--- src/rtl/kbd_port_pkg.sv ---
package kbd_port_pkg;
  localparam int DW = 8;
  localparam int AW = 4;

  localparam logic [AW-1:0] OFS_LATCH = 4'd0;
  localparam logic [AW-1:0] OFS_DIR   = 4'd3;
  localparam logic [AW-1:0] OFS_FLAG  = 4'd13;
  localparam logic [AW-1:0] OFS_EN    = 4'd14;
  localparam logic [AW-1:0] OFS_PA    = 4'd15;

  // one-bit update of the addressable latch: index in low bits, value above it
  function automatic logic [DW-1:0] latch_next(input logic [DW-1:0] q,
                                               input logic [DW-1:0] wd);
    localparam int IW = $clog2(DW);
    logic [DW-1:0] r;
    r = q;
    r[wd[IW-1:0]] = wd[IW];
    return r;
  endfunction

  // direction-masked read of port A
  function automatic logic [DW-1:0] pa_view(input logic [DW-1:0] outr,
                                            input logic [DW-1:0] dir,
                                            input logic [DW-1:0] pin);
    return (outr & dir) | (pin & ~dir);
  endfunction

  // set/clear style enable update: msb picks the sense
  function automatic logic [DW-2:0] en_next(input logic [DW-2:0] en,
                                            input logic [DW-1:0] wd);
    return wd[DW-1] ? (en | wd[DW-2:0]) : (en & ~wd[DW-2:0]);
  endfunction
endpackage

--- src/rtl/kbd_addr_latch.sv ---
module kbd_addr_latch
  import kbd_port_pkg::*;
#(
  parameter logic [DW-1:0] RST_VAL = '1
) (
  input  logic          clk,
  input  logic          rst_n,
  input  logic          wr_en,
  input  logic [DW-1:0] wdata,
  output logic [DW-1:0] q
);
  always_ff @(posedge clk or negedge rst_n) begin
    if (!rst_n)     q <= RST_VAL;
    else if (wr_en) q <= latch_next(q, wdata);
  end

  assert_one_bit_R2: assert property (@(posedge clk) disable iff (!rst_n)
    wr_en |=> ($countones(q ^ $past(q)) <= 1));
  assert_hold_R2: assert property (@(posedge clk) disable iff (!rst_n)
    !wr_en |=> $stable(q));
endmodule

--- src/rtl/kbd_port_a.sv ---
module kbd_port_a
  import kbd_port_pkg::*;
(
  input  logic          clk,
  input  logic          rst_n,
  input  logic          dir_wr,
  input  logic          out_wr,
  input  logic [DW-1:0] wdata,
  input  logic [DW-1:0] pin,
  output logic [DW-1:0] dir_q,
  output logic [DW-1:0] out_q,
  output logic [DW-1:0] rd_view
);
  always_ff @(posedge clk or negedge rst_n) begin
    if (!rst_n) begin
      dir_q <= '0;
      out_q <= '0;
    end else begin
      if (dir_wr) dir_q <= wdata;
      if (out_wr) out_q <= wdata;
    end
  end

  assign rd_view = pa_view(out_q, dir_q, pin);

  assert_dir_load_R4: assert property (@(posedge clk) disable iff (!rst_n)
    dir_wr |=> (dir_q == $past(wdata)));
  assert_input_bits_R5: assert property (@(posedge clk) disable iff (!rst_n)
    (((rd_view ^ pin) & ~dir_q) == '0));
endmodule

--- src/rtl/kbd_ca2_irq.sv ---
module kbd_ca2_irq
  import kbd_port_pkg::*;
#(
  parameter int SYNC_STAGES = 2
) (
  input  logic          clk,
  input  logic          rst_n,
  input  logic          ca2_in,
  input  logic          flag_wr,
  input  logic          en_wr,
  input  logic [DW-1:0] wdata,
  output logic          flag_q,
  output logic          en_q,
  output logic          fall_evt,
  output logic          irq_n
);
  localparam int NS = (SYNC_STAGES < 2) ? 2 : SYNC_STAGES;

  logic [NS-1:0] sync_q;
  logic          prev_q;
  logic [DW-2:0] en_vec;
  logic          clr_evt;

  always_ff @(posedge clk or negedge rst_n) begin
    if (!rst_n) begin
      sync_q <= '1;
      prev_q <= 1'b1;
    end else begin
      sync_q <= {sync_q[NS-2:0], ca2_in};
      prev_q <= sync_q[NS-1];
    end
  end

  assign fall_evt = prev_q & ~sync_q[NS-1];
  assign clr_evt  = flag_wr & wdata[0];

  always_ff @(posedge clk or negedge rst_n) begin
    if (!rst_n)        flag_q <= 1'b0;
    else if (fall_evt) flag_q <= 1'b1;
    else if (clr_evt)  flag_q <= 1'b0;
  end

  always_ff @(posedge clk or negedge rst_n) begin
    if (!rst_n)      en_vec <= '0;
    else if (en_wr)  en_vec <= en_next(en_vec, wdata);
  end

  // only the CA2 source exists; other enable bits are not kept
  assign en_q  = en_vec[0];
  assign irq_n = ~(flag_q & en_q);

  assert_flag_set_R6: assert property (@(posedge clk) disable iff (!rst_n)
    fall_evt |=> flag_q);
  assert_no_spurious_R6: assert property (@(posedge clk) disable iff (!rst_n)
    (!flag_q && !fall_evt) |=> !flag_q);
  assert_clear_R7: assert property (@(posedge clk) disable iff (!rst_n)
    (clr_evt && !fall_evt) |=> !flag_q);
  assert_en_set_R8: assert property (@(posedge clk) disable iff (!rst_n)
    (en_wr && wdata[DW-1] && wdata[0]) |=> en_q);
  assert_masked_R9: assert property (@(posedge clk) disable iff (!rst_n)
    !en_q |-> irq_n);
endmodule

--- src/rtl/kbd_port_irq.sv ---
module kbd_port_irq
  import kbd_port_pkg::*;
#(
  parameter logic [DW-1:0] LATCH_RST   = 8'hFF,
  parameter int            SYNC_STAGES = 2
) (
  input  logic          clk,
  input  logic          rst_n,
  input  logic          bus_sel,
  input  logic          bus_wr,
  input  logic [AW-1:0] bus_addr,
  input  logic [DW-1:0] bus_wdata,
  output logic [DW-1:0] bus_rdata,
  input  logic          ca2_in,
  input  logic [DW-1:0] pa_pin,
  output logic [DW-1:0] pa_out,
  output logic [DW-1:0] pa_oe,
  output logic [DW-1:0] latch_q,
  output logic          irq_n
);
  logic          wr_any;
  logic          wr_latch, wr_dir, wr_flag, wr_en, wr_pa;
  logic          flag_q, en_q, fall_evt;
  logic [DW-1:0] pa_rd;

  assign wr_any   = bus_sel & bus_wr;
  assign wr_latch = wr_any && (bus_addr == OFS_LATCH);
  assign wr_dir   = wr_any && (bus_addr == OFS_DIR);
  assign wr_flag  = wr_any && (bus_addr == OFS_FLAG);
  assign wr_en    = wr_any && (bus_addr == OFS_EN);
  assign wr_pa    = wr_any && (bus_addr == OFS_PA);

  kbd_addr_latch #(.RST_VAL(LATCH_RST)) u_latch (
    .clk(clk), .rst_n(rst_n), .wr_en(wr_latch), .wdata(bus_wdata), .q(latch_q)
  );

  kbd_port_a u_pa (
    .clk(clk), .rst_n(rst_n), .dir_wr(wr_dir), .out_wr(wr_pa),
    .wdata(bus_wdata), .pin(pa_pin), .dir_q(pa_oe), .out_q(pa_out),
    .rd_view(pa_rd)
  );

  kbd_ca2_irq #(.SYNC_STAGES(SYNC_STAGES)) u_irq (
    .clk(clk), .rst_n(rst_n), .ca2_in(ca2_in), .flag_wr(wr_flag),
    .en_wr(wr_en), .wdata(bus_wdata), .flag_q(flag_q), .en_q(en_q),
    .fall_evt(fall_evt), .irq_n(irq_n)
  );

  always_comb begin
    case (bus_addr)
      OFS_LATCH: bus_rdata = latch_q;
      OFS_DIR:   bus_rdata = pa_oe;
      OFS_FLAG:  bus_rdata = {~irq_n, {(DW-2){1'b0}}, flag_q};
      OFS_EN:    bus_rdata = {{(DW-1){1'b0}}, en_q};
      OFS_PA:    bus_rdata = pa_rd;
      default:   bus_rdata = '0;
    endcase
  end

  assert_unmapped_R10: assert property (@(posedge clk) disable iff (!rst_n)
    (bus_addr inside {4'd1, 4'd2, 4'd4, 4'd5, 4'd6, 4'd7, 4'd8, 4'd9,
                      4'd10, 4'd11, 4'd12}) |-> (bus_rdata == '0));
  assert_irq_flag_R9: assert property (@(posedge clk) disable iff (!rst_n)
    !irq_n |-> (flag_q && en_q));
endmodule

--- config.mk ---
export PLATFORM = sky130hd
export DESIGN_NAME = kbd_port_irq
export DESIGN_NICKNAME = d
export VERILOG_FILES = /design/src/rtl/kbd_port_pkg.sv /design/src/rtl/kbd_addr_latch.sv /design/src/rtl/kbd_port_a.sv /design/src/rtl/kbd_ca2_irq.sv /design/src/rtl/kbd_port_irq.sv
export SDC_FILE = /design/constraint.sdc
export NUM_CORES = 1
export LEC_CHECK = 0
export BUFFER_PORTS_ARGS = -buffer_cell sky130_fd_sc_hd__buf_2
export CORE_MARGIN = 3
export CORE_UTILIZATION = 48
export CTS_CLUSTER_DIAMETER = 100
export DETAILED_ROUTE_END_ITERATION = 12
export GPL_TIMING_DRIVEN = 0
export HOLD_SLACK_MARGIN = 0.02
export PLACE_DENSITY = 0.77
export SYNTH_ARGS = -nofsm -noshare
export SYNTH_HDL_FRONTEND = slang
export SYNTH_SLANG_ARGS = --single-unit
--- constraint.sdc ---
create_clock -name clk -period 1.54 [get_ports clk]
set_input_delay 0.231 -clock clk [delete_from_list [all_inputs] [get_ports clk]]
set_output_delay 0.231 -clock clk [all_outputs]
set_load 0.005 [all_outputs]
==> metrics, run 1 <==
status finished, violations left; failing checks negative setup slack; Initial Utilization slightly above 50%; Reg2Reg Depth 2; Cell Int Power ~1300 µW; Fmax achieved ~0.55 GHz; layout overhead on the synthesized area 30.85%; Final period util 119.0%; fin util 67.89%; synthesized cell area 1480 µm²; combinational power share approximately 22%; Netlist cell types 35; row count 19; P_leak 0.0009343 µW; # DRC 0; syn nets 144; unrepaired setup endpoints after global routing yes; Post-Synth Adder-Cell Area 0%; worst setup path class reg -> out; final worst setup slack -0.2919 ns; Setup TNS -0.4040 ns; clk slew on worst S/H paths 0.10 ns; largest family of logic cells by synthesized area multiplexers; CP max stage delay 0.54 ns; CP Capture Type primary output; Worst Path Arrival 1.60 ns; clock sinks 29; CP max stage cell dfstp_2; power share of the sequential group between 50% and 60%; HPWL Detailed around 2.6 mm; vias in the first global route 1271; clk_skew 0.01551 ns; post-synthesis xor/xnor area fraction 0%; Yosys reg bits 29; final instance area slightly below 2000 µm²; largest net degree at the start of global routing 30; Max Slew Vio Count 0; Hold WC Path Type in -> reg; mean post-synth cell area between 10 and 15 µm²; number of H-tree levels 2; # diodes 0; DRT Pass-1 Iters 4; Worst Path Required 1.31 ns; total number of vias 1292; GRT Total Usage 22.38%; post-route ant nets 0; Core ar. 2853 µm²; Syn Inst Count 119; first-pass GRT wire length 6.099 mm; number of synthesis warnings 0; Final GP Congestion 0.8058; compound-gate portion of the synthesized area 8.115%; CTS tree built; die area 3786 µm²; post-synth top area share between 30% and 40%; Via density 5.873; worst-path fanout max 2; Clock power frac 24.7%; ratio of cells with drive above 1 in the final layout roughly three fifths; crit path time final 1.832 ns; initial antenna violation count 0; FF-to-FF End u_irq.flag_q$_DFFE_PN0P_; Port Buffers 55; Layout fillers 232; dominant cell type by area after synthesis dfrtp_1; Die W ~62 µm; die height 61.53 µm; CP cell instances or3b_4, a21oi_2, a211o_1, buf_2; crit path launch type register; final wirelength 3.777 mm; switch share 28.79%; worst skew pair latency 0.33 ns; r2r setup slk 0.67 ns; Synth Area in Simple Gates 14.88%; Slew headroom 56.50%; FF-to-FF Start u_irq.sync_q[1]$_DFF_PN1_; Critical Path End bus_rdata[0]; Area after DPL 1794 µm²; top post-synthesis cells by area dfrtp_1, dfstp_2, mux2_2; worst vdd ir between 0.6 and 0.7 mV; MaxCap Viol Count 0; CP startpoint u_latch.q[0]$_DFFE_PN1P_; Least-Margin Pin Slew 0.6525 ns; number of setup violations in the final report 2; Final Hold Viols 0; root buffer cell clkbuf_4; wire length per cell roughly 17 µm; GR Overflow Total 0; NetSw approximately 520 µW; I/O Pins 58; PD cells 925.1 nW/µm²; post-synthesis mux area share 23.75%; post-synthesis sequential area ratio 49.96%; Max Root-Sink Buffers 2; drt initial violations 55; nets 213; CTS Buf Count 5
[synthesized netlist by cell type]
master	count
nand4b_1	1
o221ai_1	1
nand2b_1	1
o21ai_0	5
o22ai_1	1
nor2_2	1
buf_2	3
or3b_2	1
and4b_1	1
a211o_1	2
inv_1	2
nor2_1	1
dfrtp_1	18
and3_1	1
nor3_1	4
nor4b_2	2
nor3b_1	2
mux2_2	21
or4_4	1
dfstp_2	11
mux2i_1	7
buf_6	2
a21oi_1	2
nand4_1	2
mux2_1	4
or2_2	1
nand3_1	5
and4bb_1	1
nand2_1	3
a22oi_1	5
nand3b_1	1
nor4_1	3
a31oi_1	1
a22o_1	1
clkbuf_1	1
[worst min path at each step]
stage                  from                        end  depth (start not counted)
2_1_floorplan         rst_n                  async pin                          0
3_3_place_gp          rst_n  u_pa.out_q[7]$_DFFE_PN0P_                          1
3_5_place_dp          rst_n  u_pa.out_q[7]$_DFFE_PN0P_                          1
4_1_cts        bus_wdata[6]  u_pa.out_q[6]$_DFFE_PN0P_                          2
5_1_grt        bus_wdata[4]  u_pa.out_q[4]$_DFFE_PN0P_                          2
6_report       bus_wdata[4]  u_pa.out_q[4]$_DFFE_PN0P_                          2
[cells in the final DEF, fill, tap and decap left out, types with 2 or more instances in the layout]
| cell | instances |
|---|---|
| nor4_1 | 2 |
| mux2_2 | 21 |
| buf_2 | 56 |
| nand4_1 | 2 |
| clkbuf_1 | 3 |
| clkbuf_4 | 5 |
| mux2_1 | 4 |
| buf_6 | 3 |
| dlygate4sd3_1 | 2 |
| a22oi_1 | 5 |
| mux2i_1 | 7 |
| dfrtp_1 | 18 |
| nand3_1 | 5 |
| nor4b_2 | 2 |
| a211o_1 | 2 |
| o21ai_0 | 4 |
| inv_1 | 2 |
| nand2_1 | 3 |
| nor3_1 | 4 |
| buf_4 | 6 |
| dfstp_2 | 11 |
[logic make-up after synthesis]
| kind of cell | after synthesis |
|---|---|
| AND/OR/NAND/NOR | 32 |
| flip-flops | 29 |
| multiplexers | 32 |
| buffers and inverters | 8 |
| AO/OA/AOI/OAI | 18 |
[worst max-delay path, delay by kind of cell, from the launching register on]
kind	cells	cell delay (ns)
AO/OA/AOI/OAI	2	0.25
buffers and inverters	1	0.11
flip-flops	1	0.54
AND/OR/NAND/NOR	1	0.37
[final cells by class]
cell class	instances	area, µm²	share of cell area, %
sequential	29	739.5	38.18
multi-input combinational	82	718.2	37.08
timing repair buffer	62	332.8	17.18
buffer	6	51.30	2.649
clock buffer	8	48.80	2.519
tap	31	38.79	2.003
inverter	2	7.507	0.3876
[layer usage]
layer	wire length, µm	GRT usage (%)
met1	1626	29.96
met4	68	8.788
met5	0	0
met3	240	5.451
met2	1841	34.98
[stage by stage]
step	setup WS (ns)	power [µW]	std cells	hold WS, ns
after detailed placement	-0.7953	1343	205	0.2908
after floorplan	-0.06979	1143	119	-0.06459
final	-0.2919	1792	220	0.1569
after global routing	-0.3624	1902	220	0.1485
after global placement	-0.6384	1321	205	0.2741
after CTS	-0.2928	1797	220	0.1441
[power groups by stage]
stage	Combinational [µW]	Clock, µW	Sequential (µW)
2_1_floorplan	169	0	974
6_report	386	443	963
3_3_place_gp	353	0	968
5_1_grt	429	494	979
3_5_place_dp	367	0	976
4_1_cts	385	450	962
[state kept, by name, summed over array words and instances (netlist names), named ones only]
register / count
u_irq.sync_q: 2
u_pa.out_q: 8
u_latch.q: 8
u_irq.flag_q: 1
u_pa.dir_q: 8
u_irq.prev_q: 1
[timing repair]
action / CTS / global route
pin swaps: 4 / 2
gates resized for setup: 6 / 8
buffers inserted: 5 / 0
endpoints found under the hold margin: 19 / 0
hold buffers: 2 / 0
setup endpoints to repair: 16 / 16
No activity file was read; power rests on OpenSTA's default activity.
==> inputs of run 2 (changes only) <==
--- a/config.mk
+++ b/config.mk
@@ -7,12 +7,12 @@
 export LEC_CHECK = 0
 export BUFFER_PORTS_ARGS = -buffer_cell sky130_fd_sc_hd__buf_2
 export CORE_MARGIN = 3
-export CORE_UTILIZATION = 48
+export CORE_UTILIZATION = 40
 export CTS_CLUSTER_DIAMETER = 100
 export DETAILED_ROUTE_END_ITERATION = 12
 export GPL_TIMING_DRIVEN = 0
 export HOLD_SLACK_MARGIN = 0.02
-export PLACE_DENSITY = 0.77
+export PLACE_DENSITY = 0.66
 export SYNTH_ARGS = -nofsm -noshare
 export SYNTH_HDL_FRONTEND = slang
 export SYNTH_SLANG_ARGS = --single-unit
==> run 2 against run 1 <==
The run still ends with negative setup slack left. Clock skew is 0.010 ns lower. Power is 13% higher. Non-clock buffer count is 1 higher. Global-route usage is 4.1 points lower. Sequential power is 0.4% higher. Cell count is 7.3% higher. Utilization is 9.0 points lower. Flip-flop and latch count stayed put. Clock power is 53% higher. Maximum frequency is 5.7% higher. Sequential share of layout area is 1.7 points lower. Via count is 3.5% lower. Critical endpoint unchanged.
==> metrics, run 2 (synthesis gave the netlist of run 1 again) <==
status finished, violations left; failing checks negative setup slack; largest net degree at the start of global routing 30; Reg area 739.5 µm²; ratio of cells with drive above 1 in the final layout 62.63%; Core ar. 3442 µm²; initial antenna violation count 0; commonest non-fill, non-tap cells in the layout buf_2, mux2_2, dfrtp_1, dfstp_2; worst skew pair latency between 0.2 and 0.3 ns; clk slew on worst S/H paths 0.06 ns; Max Root-Sink Buffers 2; worst setup path class reg -> out; final worst setup slack -0.1940 ns; P_leak between 0.0009 and 0.001 µW; Max Slew Vio Count 0; wire length per cell 15.62 µm; I/O Pins 58; Port Buffers 55; Final GP Congestion 0.7346; Final period util 112.6%; Via density 5.284; most common cell after layout, fill and taps aside buf_2; crit path launch type register; worst-path fanout max 2; number of setup violations in the final report 1; nets 214; row count 21; non-filler instance count after layout around 240; layout overhead on the synthesized area 37.02%; first-pass GRT wire length between 5 and 6 mm; GRT Total Usage 18.24%; Setup TNS -0.1940 ns; Hold WC Path Type in -> reg; Worst Path Arrival 1.50 ns; Initial Utilization between 40% and 50%; die area 4466 µm²; unrepaired setup endpoints after global routing yes; Worst Path Required 1.31 ns; area of the multi-input gates 732.0 µm²; CP Capture Type primary output; CTS tree built; post-route ant nets 0; MaxCap Viol Count 0; worst vdd ir ~0.78 mV; placed cells 220; CTS Buf Count 5; crit path time final between 1.5 and 2 ns; Slew headroom 59.13%; number of H-tree levels 2; # diodes 0; die height 66.83 µm; GR Overflow Total 0; pre-CTS setup slack -0.7015 ns; Least-Margin Pin Slew 0.6130 ns; clk_skew about 0.0054 ns; Largest regs u_latch.q: 8 flops, u_pa.dir_q: 8 flops, u_pa.out_q: 8 flops; root buffer cell clkbuf_8; Die W 66.83 µm; vias in the first global route 1222; Layout fillers around 300; drt initial violations 65; PD cells 1001 nW/µm²; final wirelength around 3.7 mm; Final Hold Viols 0; DRT Pass-1 Iters 4; HPWL Detailed ~2.6 mm; # DRC 0; clock sinks 29; Fmax achieved 0.5767 GHz; total number of vias 1247
-- run 2: cell type report --
cell class,count,share of cell area [%]
Multi-Input combinational cell,82,36.09
Inverter,2,0.3701
Tap cell,46,2.838
Buffer,6,2.529
Sequential cell,29,36.46
Clock buffer,7,4.750
Timing Repair Buffer,63,16.72
Clock inverter,1,0.2468
-- run 2: path summary, 6_finish.rpt --
kind	start	end	slack (ns)	depth (start not counted)
max	u_latch.q[0]$_DFFE_PN1P_	bus_rdata[0]	-0.19	4
min	ca2_in	u_irq.sync_q[0]$_DFF_PN1_	0.06	1
max reg2reg	u_irq.sync_q[1]$_DFF_PN1_	u_irq.flag_q$_DFFE_PN0P_	0.66	2
min reg2reg	u_irq.sync_q[0]$_DFF_PN1_	u_irq.sync_q[1]$_DFF_PN1_	0.36	0
max in group asynchronous	rst_n	u_pa.dir_q[5]$_DFFE_PN0P_	0.64	2
min in group asynchronous	rst_n	u_pa.out_q[7]$_DFFE_PN0P_	0.49	2
-- run 2: through the flow --
step                utilization (%)  hold WS, ns  total power [µW]  instance area, µm²
floorplan                         -     -0.06459              1143                1480
global placement              52.67       0.2789              1326                1813
detailed placement            52.67       0.2878              1344                1813
CTS                           57.91      0.05025              2043                1993
global route                  58.92      0.03540              2160                2028
finish                        58.92      0.05549              2030                2028
-- run 2: routing by layer --
metal	global-route usage, %	part of all wire, %
met1	23.53	44
met2	28.96	47
met3	5.059	7.1
met4	6.853	1.5
met5	0	0
-- run 2: where the power goes --
part	switching [µW]	total, µW	internal (µW)	leakage, µW
registers	92.4	967	875	0.000341
logic	162	386	224	0.000573
clock network	274	677	403	0.0000542
total	529	2030	1500	0.000968
-- run 2: critical path, cell delays in order (launching register included) --
cell and delay (ns):
dfstp_2 0.52, or3b_4 0.37, a21oi_2 0.12, a211o_1 0.11, buf_2 0.10
-- run 2: repair_timing --
item	CTS	global route
hold endpoints to repair	18	0
cloned	0	1
buffers inserted	5	1
setup endpoints to repair	16	17
hold buffers	1	0
pin swaps	4	2
resized for setup	7	11
